$ cat config.mk
export PLATFORM = sky130hd
export DESIGN_NAME = sfc_status_ctrl
export DESIGN_NICKNAME = d
export VERILOG_FILES = /design/src/rtl/sfc_pkg.sv /design/src/rtl/sfc_flag_cell.sv /design/src/rtl/sfc_cts_edge.sv /design/src/rtl/sfc_irq_merge.sv /design/src/rtl/sfc_status_ctrl.sv
export SDC_FILE = /design/constraint.sdc
export NUM_CORES = 1
export LEC_CHECK = 0
export ABC_CLOCK_PERIOD_IN_PS = 1370
export BUFFER_PORTS_ARGS = -buffer_cell sky130_fd_sc_hd__buf_2
export CAP_MARGIN = 40
export CORE_AREA = 2 2 45 47
export CTS_BUF_LIST = sky130_fd_sc_hd__clkbuf_8
export DETAILED_ROUTE_END_ITERATION = 10
export DIE_AREA = 0 0 47 49
export PLACE_DENSITY_LB_ADDON = 0.1
export SLEW_MARGIN = 20
export SYNTH_ARGS = -nofsm -noshare
export SYNTH_HDL_FRONTEND = slang
export SYNTH_SLANG_ARGS = --single-unit
$ cat constraint.sdc
create_clock -name clk -period 1.37 [get_ports clk]
set_clock_uncertainty 0.2 [all_clocks]
set_input_delay 0.411 -clock clk [delete_from_list [all_inputs] [get_ports clk]]
set_output_delay 0.411 -clock clk [all_outputs]
set_load 0.005 [all_outputs]
$ cat src/rtl/sfc_pkg.sv
package sfc_pkg;
   localparam int FLAG_W = 6;
   localparam int F_CTS  = 0;
   localparam int F_BRK  = 1;
   localparam int F_TXE  = 2;
   localparam int F_TC   = 3;
   localparam int F_RXNE = 4;
   localparam int F_IDLE = 5;
   localparam int CMD_W  = 2;
   localparam int C_TXFL = 0;
   localparam int C_RXFL = 1;

   typedef logic [FLAG_W-1:0] flag_vec_t;

   localparam flag_vec_t FLAG_RST = flag_vec_t'((1 << F_TXE) | (1 << F_TC));
endpackage

$ cat src/rtl/sfc_flag_cell.sv
module sfc_flag_cell #(
   parameter bit RST_VAL = 1'b0
) (
   input  logic clk,
   input  logic rst_n,
   input  logic set_i,
   input  logic clr_i,
   output logic q_o
);
   always_ff @(posedge clk or negedge rst_n) begin
      if (!rst_n)     q_o <= RST_VAL;
      else if (set_i) q_o <= 1'b1;
      else if (clr_i) q_o <= 1'b0;
   end
endmodule

$ cat src/rtl/sfc_cts_edge.sv
module sfc_cts_edge #(
   parameter int SYNC_STAGES = 2
) (
   input  logic clk,
   input  logic rst_n,
   input  logic async_i,
   output logic change_o
);
   localparam int CNT_W = $clog2(SYNC_STAGES + 2);
   localparam logic [CNT_W-1:0] WARM = CNT_W'(SYNC_STAGES + 1);

   generate
      if (SYNC_STAGES < 2) begin : g_bad_stages
         $error("sfc_cts_edge: SYNC_STAGES must be at least 2");
      end
   endgenerate

   logic [SYNC_STAGES-1:0] sh_q;
   logic                   prev_q;
   logic [CNT_W-1:0]       warm_q;
   logic                   armed;

   assign armed = (warm_q == WARM);

   always_ff @(posedge clk or negedge rst_n) begin
      if (!rst_n) begin
         sh_q   <= '0;
         prev_q <= 1'b0;
         warm_q <= '0;
      end else begin
         sh_q   <= {sh_q[SYNC_STAGES-2:0], async_i};
         prev_q <= sh_q[SYNC_STAGES-1];
         if (!armed) warm_q <= warm_q + CNT_W'(1);
      end
   end

   assign change_o = armed & (sh_q[SYNC_STAGES-1] ^ prev_q);
endmodule

$ cat src/rtl/sfc_irq_merge.sv
module sfc_irq_merge #(
   parameter int W = 6
) (
   input  logic [W-1:0] flags_i,
   input  logic [W-1:0] en_i,
   output logic         irq_o
);
   generate
      if (W < 1) begin : g_bad_width
         $error("sfc_irq_merge: W must be positive");
      end
   endgenerate

   assign irq_o = |(flags_i & en_i);
endmodule

$ cat src/rtl/sfc_status_ctrl.sv
module sfc_status_ctrl
   import sfc_pkg::*;
#(
   parameter int SYNC_STAGES = 2,
   parameter bit HAS_BREAK   = 1'b1
) (
   input  logic              clk,
   input  logic              rst_n,
   input  logic              cts_in,
   input  logic              ev_tx_load,
   input  logic              ev_tx_frame_done,
   input  logic              ev_rx_char,
   input  logic              ev_idle,
   input  logic              ev_break,
   input  logic              wr_tdata,
   input  logic              rd_rdata,
   input  logic              wr_clr,
   input  logic [FLAG_W-1:0] clr_data,
   input  logic              wr_cmd,
   input  logic [CMD_W-1:0]  cmd_data,
   input  logic [FLAG_W-1:0] irq_en,
   output logic [FLAG_W-1:0] flags,
   output logic              irq
);
   flag_vec_t set_vec;
   flag_vec_t clr_vec;
   flag_vec_t w1c;
   logic      cts_change;
   logic      idle_armed_q;
   logic      idle_fire;

   sfc_cts_edge #(.SYNC_STAGES(SYNC_STAGES)) u_cts (
      .clk      (clk),
      .rst_n    (rst_n),
      .async_i  (cts_in),
      .change_o (cts_change)
   );

   assign w1c       = wr_clr ? clr_data : '0;
   assign idle_fire = ev_idle & idle_armed_q;

   always_comb begin
      set_vec         = '0;
      clr_vec         = '0;
      set_vec[F_CTS]  = cts_change;
      clr_vec[F_CTS]  = w1c[F_CTS];
      set_vec[F_BRK]  = ev_break;
      clr_vec[F_BRK]  = w1c[F_BRK];
      set_vec[F_TXE]  = ev_tx_load | (wr_cmd & cmd_data[C_TXFL]);
      clr_vec[F_TXE]  = wr_tdata;
      set_vec[F_TC]   = ev_tx_frame_done & flags[F_TXE];
      clr_vec[F_TC]   = w1c[F_TC];
      set_vec[F_RXNE] = ev_rx_char;
      clr_vec[F_RXNE] = rd_rdata | (wr_cmd & cmd_data[C_RXFL]);
      set_vec[F_IDLE] = idle_fire;
      clr_vec[F_IDLE] = w1c[F_IDLE];
   end

   always_ff @(posedge clk or negedge rst_n) begin
      if (!rst_n)          idle_armed_q <= 1'b1;
      else if (ev_rx_char) idle_armed_q <= 1'b1;
      else if (idle_fire)  idle_armed_q <= 1'b0;
   end

   generate
      for (genvar i = 0; i < FLAG_W; i++) begin : g_flag
         if (i == F_BRK && !HAS_BREAK) begin : g_absent
            assign flags[i] = 1'b0;
         end else begin : g_cell
            sfc_flag_cell #(.RST_VAL(FLAG_RST[i])) u_cell (
               .clk   (clk),
               .rst_n (rst_n),
               .set_i (set_vec[i]),
               .clr_i (clr_vec[i]),
               .q_o   (flags[i])
            );
         end
      end
   endgenerate

   sfc_irq_merge #(.W(FLAG_W)) u_irq (
      .flags_i (flags),
      .en_i    (irq_en),
      .irq_o   (irq)
   );
endmodule

Yosys cells after proc, flatten, opt, wreduce, memory -nomap -nowiden
Cells that the tools add are included.
{ "classes": {"n_addsub": 1, "n_eq_ne": 1, "n_mux": 15, "n_bitwise": 9, "n_reduce_logical": 8} }
{ "op_table": {"columns": ["cell", "n"], "rows": [
  ["1-bit 2-to-1 mux", 14],
  ["2-bit nonzero test", 7],
  ["6-bit AND", 1],
  ["6-bit 2-to-1 mux", 1],
  ["6-bit OR reduction", 1],
  ["1-bit AND", 5],
  ["2-bit by 1-bit adder with 2-bit output (second input constant)", 1],
  ["2-bit == test (second input constant)", 1],
  ["1-bit OR", 2],
  ["1-bit bitwise XOR", 1]
]} }
{ "totals": {"register_bits": 12, "inputBits": 26, "output_inout_bits": 7, "wordCells": 44} }

Logic depth before layout (Yosys ltp)
{ "depth": {"word_depth": 4, "ltp_mapped": 2, "ltp_nobuf": 2} }

Modules after synthesis
Synthesis repeated with hierarchy kept, for this count alone.
{ "unflattened": {"cells_unflattened": 43, "hier_area_um2": 516.7} }
{ "by_module_without_submodules": {"columns": ["module", "n_inst", "cells_per_inst", "area_per_inst_um2", "seq_area_each_um2"], "rows": [
  ["sfc_cts_edge", 1, 10, 177.7, 125.1],
  ["sfc_flag_cell at g_flag[0].g_cell.u_cell ...", 4, 3, 36.3, 25.0],
  ["sfc_status_ctrl", 1, 11, 91.3, 26.3],
  ["sfc_flag_cell at g_flag[2].g_cell.u_cell ...", 2, 3, 37.5, 26.3],
  ["sfc_irq_merge", 1, 4, 27.5, 0.0]
]} }

Worst setup path before layout
Ideal clock, no wire load.
{ "synth_path": {"kind": "register -> output", "from": "reg g_flag[2].g_cell.u_cell.q_o", "to": "out irq", "t_arrival_ns": 0.688, "required_ns": 0.759, "setup_slack_ns": 0.071, "path_stages_with_launch": 3, "path_buffers": 0, "cell_sequence": "dfstp_2 -> a22oi_1 -> nand3_1"} }
{ "synth_via": {"elab_chain_len": 2} }
{ "synth_rtl": {"columns": ["element", "line", "text"], "rows": [
  ["from (decl)", "sfc_flag_cell.sv:8", "output logic q_o"],
  ["from (signal assigned)", "sfc_flag_cell.sv:11", "if (!rst_n) q_o <= RST_VAL;"],
  ["from (signal assigned)", "sfc_flag_cell.sv:12", "else if (set_i) q_o <= 1'b1;"],
  ["from (signal assigned)", "sfc_flag_cell.sv:13", "else if (clr_i) q_o <= 1'b0;"],
  ["6-bit AND", "sfc_irq_merge.sv:14", "assign irq_o = |(flags_i & en_i);"],
  ["6-bit OR reduction", "sfc_irq_merge.sv:14", null],
  ["to (decl)", "sfc_status_ctrl.sv:23", "output logic irq"]
]} }
Every way passes these cells.

Final worst setup path
{ "layout_path": {"from": "reg g_flag[3].g_cell.u_cell.q_o", "to": "out irq"} }
{ "layout_via": {"elab_chain_len": 2} }
{ "layout_rtl": {"columns": ["element", "line"], "rows": [
  ["from (decl)", "sfc_flag_cell.sv:8"],
  ["from (signal assigned)", "sfc_flag_cell.sv:11"],
  ["from (signal assigned)", "sfc_flag_cell.sv:12"],
  ["from (signal assigned)", "sfc_flag_cell.sv:13"],
  ["6-bit AND", "sfc_irq_merge.sv:14"],
  ["6-bit OR reduction", "sfc_irq_merge.sv:14"]
]} }
Every way passes these cells.

==> results.sh <==
export IMPL_dpl_cell_area_sq_um=677
export IMPL_synthTopCellsByCount="9 x dfrtp_1, 6 x buf_4, 5 x nand2_1"
export IMPL_dp_worst_setup_slack_ns=-0.153
export IMPL_root_buffer="clkbuf_8"
export IMPL_crit_fanout=2
export IMPL_drtAntennaViolNets=0
export IMPL_routedWlPerCell_um=10.4
export IMPL_dp_hpwl_um=863
export IMPL_finalSetupViolations=7
export IMPL_vias=431
export IMPL_hold_ws_ns=0.0785
export IMPL_p_total_mw=0.920
export IMPL_rr_endpoint="u_cts.warm_q[1]"
export IMPL_start_util_pct=27.6
export IMPL_hold_path_endpoint="u_cts.sh_q[0]"
export IMPL_clockBufferDepth=2
export IMPL_grt_pass1_vias=426
export IMPL_dp_cells=97
export IMPL_busiest_layer="met2"
export IMPL_critPathArrivalTime_ns=1.02
export IMPL_row_count=16
export IMPL_outcome="complete, but fails checks"
export IMPL_gp_congestion=0.653
export IMPL_die_h_um=49
export IMPL_cp_start_kind="flop"
export IMPL_avgSynthCellArea_sq_um=12.1
export IMPL_worst_r2r_setup_slack_ns=0.10
export IMPL_worstSetupPathType="reg2out"
export IMPL_port_buffers=30
export IMPL_num_antenna_cells=0
export IMPL_seq_area_frac_synth_pct=59.9
export IMPL_syn_nets=69
export IMPL_drc_errors=0
export IMPL_final_area_sq_um=800
export IMPL_synth_top_cell_area_share_pct=44.3
export IMPL_ys_flop_type="dfrtp_1"
export IMPL_grt_overflow=0
export IMPL_via_per_inst=4.10
export IMPL_min_from="cts_in"
export IMPL_finalNonFillerCells=105
export IMPL_grtUsageMet1_pct=10.8
export IMPL_hold_path_class="in2reg"
export IMPL_synth_area_sq_um=508
export IMPL_nets=106
export IMPL_grtUsageMet2_pct=16.2
export IMPL_synth_edf_count=0
export IMPL_rsz0062_at_grt="true"
export IMPL_fin_ws_ns=-0.260
export IMPL_drt_pass1_iter_count=4
export IMPL_min_delay_path_depth=1
export IMPL_netlist_instances=42
export IMPL_power_per_cell_area_mw_per_mm2=1150
export IMPL_post_route_period_util_pct=119
export IMPL_grt_max_degree=13
export IMPL_async_reset_ff_share_pct=100
export IMPL_p_leak_nw=0.393
export IMPL_clk_latency_ns=0.23
export IMPL_cp_required_ns=0.76
export IMPL_cts_made_buffers=3
export IMPL_coreArea_sq_mm=0.00184
export IMPL_htree_levels=1
export IMPL_fp_dieW_um=47
export IMPL_cts_sinks=12
export IMPL_initialDrtViolationCount=4
export IMPL_grtUsageMet3_pct=3.70
export IMPL_fmax_mhz=613
export IMPL_yosysMostFrequentCell="dfrtp_1"
export IMPL_worst_pin_slew_ns=0.271
export IMPL_vdd_drop_max_uv=445
export IMPL_ys_types=16
export IMPL_yosysWarnings=0
export IMPL_grt_usage_pct=10.0
export IMPL_path_clk_slew_ns=0.05
export IMPL_ys_seq_elements=12
export IMPL_die_area_sq_mm=0.00230
export IMPL_antenna_found_initial=0
export IMPL_slew_violations=0
export IMPL_synth_area_leaders="dfrtp_1 44%, dfstp_2 16%, buf_4 8.9%, a22o_1 5.2%, a22oi_1 4.4%"
export IMPL_synth_top_cell_by_area="dfrtp_1"
export IMPL_violations="setup timing"
export IMPL_fillers=192
export IMPL_ff2ff_path_depth=2
export IMPL_grt_pass1_wl_mm=1.61
export IMPL_relSlewSlack_pct=81.9
export IMPL_r2r_start="u_cts.warm_q[0]"
export IMPL_cts_tree="yes"
export IMPL_fin_crit_ns=1.63
export IMPL_drt_wl_total_mm=1.10
export IMPL_cap_violations=0
export IMPL_syn_to_final_growth_pct=57.4
export IMPL_pin_count=33
export IMPL_hold_violations=0
export IMPL_critPathCaptureType="primary output"
export IMPL_drive_gt1_share_pct=61.5
[sequential cells by signal, indices dropped and copies added (netlist names)]
register                  cells
u_cts.sh_q                    2
idle_armed_q                  1
u_cts.prev_q                  1
u_cts.warm_q                  2
g_flag.g_cell.u_cell.q_o      6
[repair_timing]
item,4_1_cts,5_1_grt
setup endpoints to repair,7,7
hold buffers,1,0
pin swaps,3,1
setup buffers,1,2
resized for setup,4,3
hold endpoints to repair,9,0
[power by group]
| group | switching, mW | leakage (nW) | total, mW | internal (mW) |
|---|---|---|---|---|
| logic | 0.0499 | 0.238 | 0.143 | 0.0935 |
| clock network | 0.126 | 0.0288 | 0.380 | 0.254 |
| registers | 0.0148 | 0.126 | 0.397 | 0.382 |
| total | 0.191 | 0.393 | 0.920 | 0.729 |
[stage by stage]
stage	TNS, ns	utilization, %
after global routing	-1.36	43.4
after CTS	-0.999	41.8
after floorplan	0	-
final	-1.14	43.4
after detailed placement	-0.153	36.8
after global placement	-0.160	36.8
[worst max-delay path: stages, from the launching register on]
cell	delay, ns
dfstp_2	0.53
a22oi_2	0.07
nand3_1	0.08
buf_2	0.11
[cells by family (layout without fill, tap and decap cells)]
family / Yosys count / after routing / share of synthesized area [%]
flops: 12 / 12 / 59.9
compound gates: 11 / 11 / 16.3
buf+inv: 9 / 45 / 11.1
simple gates: 6 / 6 / 4.68
xor+xnor: 2 / 2 / 3.45
fa+ha+maj: 1 / 1 / 2.46
mux: 1 / 1 / 2.22
[layer usage]
layer	part of all wire, %	vias to the layer above
li1	-	211
met1	40	200
met2	49	18
met3	10	2
met4	0.36	0
met5	0	-
[cells in the final DEF (no fill, tap or decap), drive strengths merged]
cell         instances
a21o                 2
a21oi                1
a22o                 3
a22oi                3
a31o                 1
buf                 37
clkbuf               4
dfrtp                9
dfstp                3
dlygate4sd3          1
ha                   1
inv                  3
mux2                 1
nand2                5
nand3                1
o21ai                1
xnor2                1
xor2                 1
[layout make-up]
type / count / area (sq um) / share of cell area (%)
Clock buffer: 4 / 55.1 / 6.89
Inverter: 3 / 11.3 / 1.41
Multi-Input combinational cell: 21 / 163 / 20.3
Sequential cell: 12 / 304 / 38.0
Tap cell: 27 / 33.8 / 4.23
Timing Repair Buffer: 38 / 233 / 29.1
[worst max path at each step]
| stage | startpoint | end | slack [ns] | cells past startpoint |
|---|---|---|---|---|
| after detailed placement | irq_en[3] | irq | -0.15 | 4 |
| after floorplan | g_flag[2].g_cell.u_cell.q_o | irq | 0.07 | 2 |
| after CTS | g_flag[3].g_cell.u_cell.q_o | irq | -0.27 | 3 |
| final | g_flag[3].g_cell.u_cell.q_o | irq | -0.26 | 3 |
| after global placement | irq_en[3] | irq | -0.16 | 4 |
| after global routing | g_flag[3].g_cell.u_cell.q_o | irq | -0.29 | 3 |
Note: power is estimated with default switching activity, not from simulation.
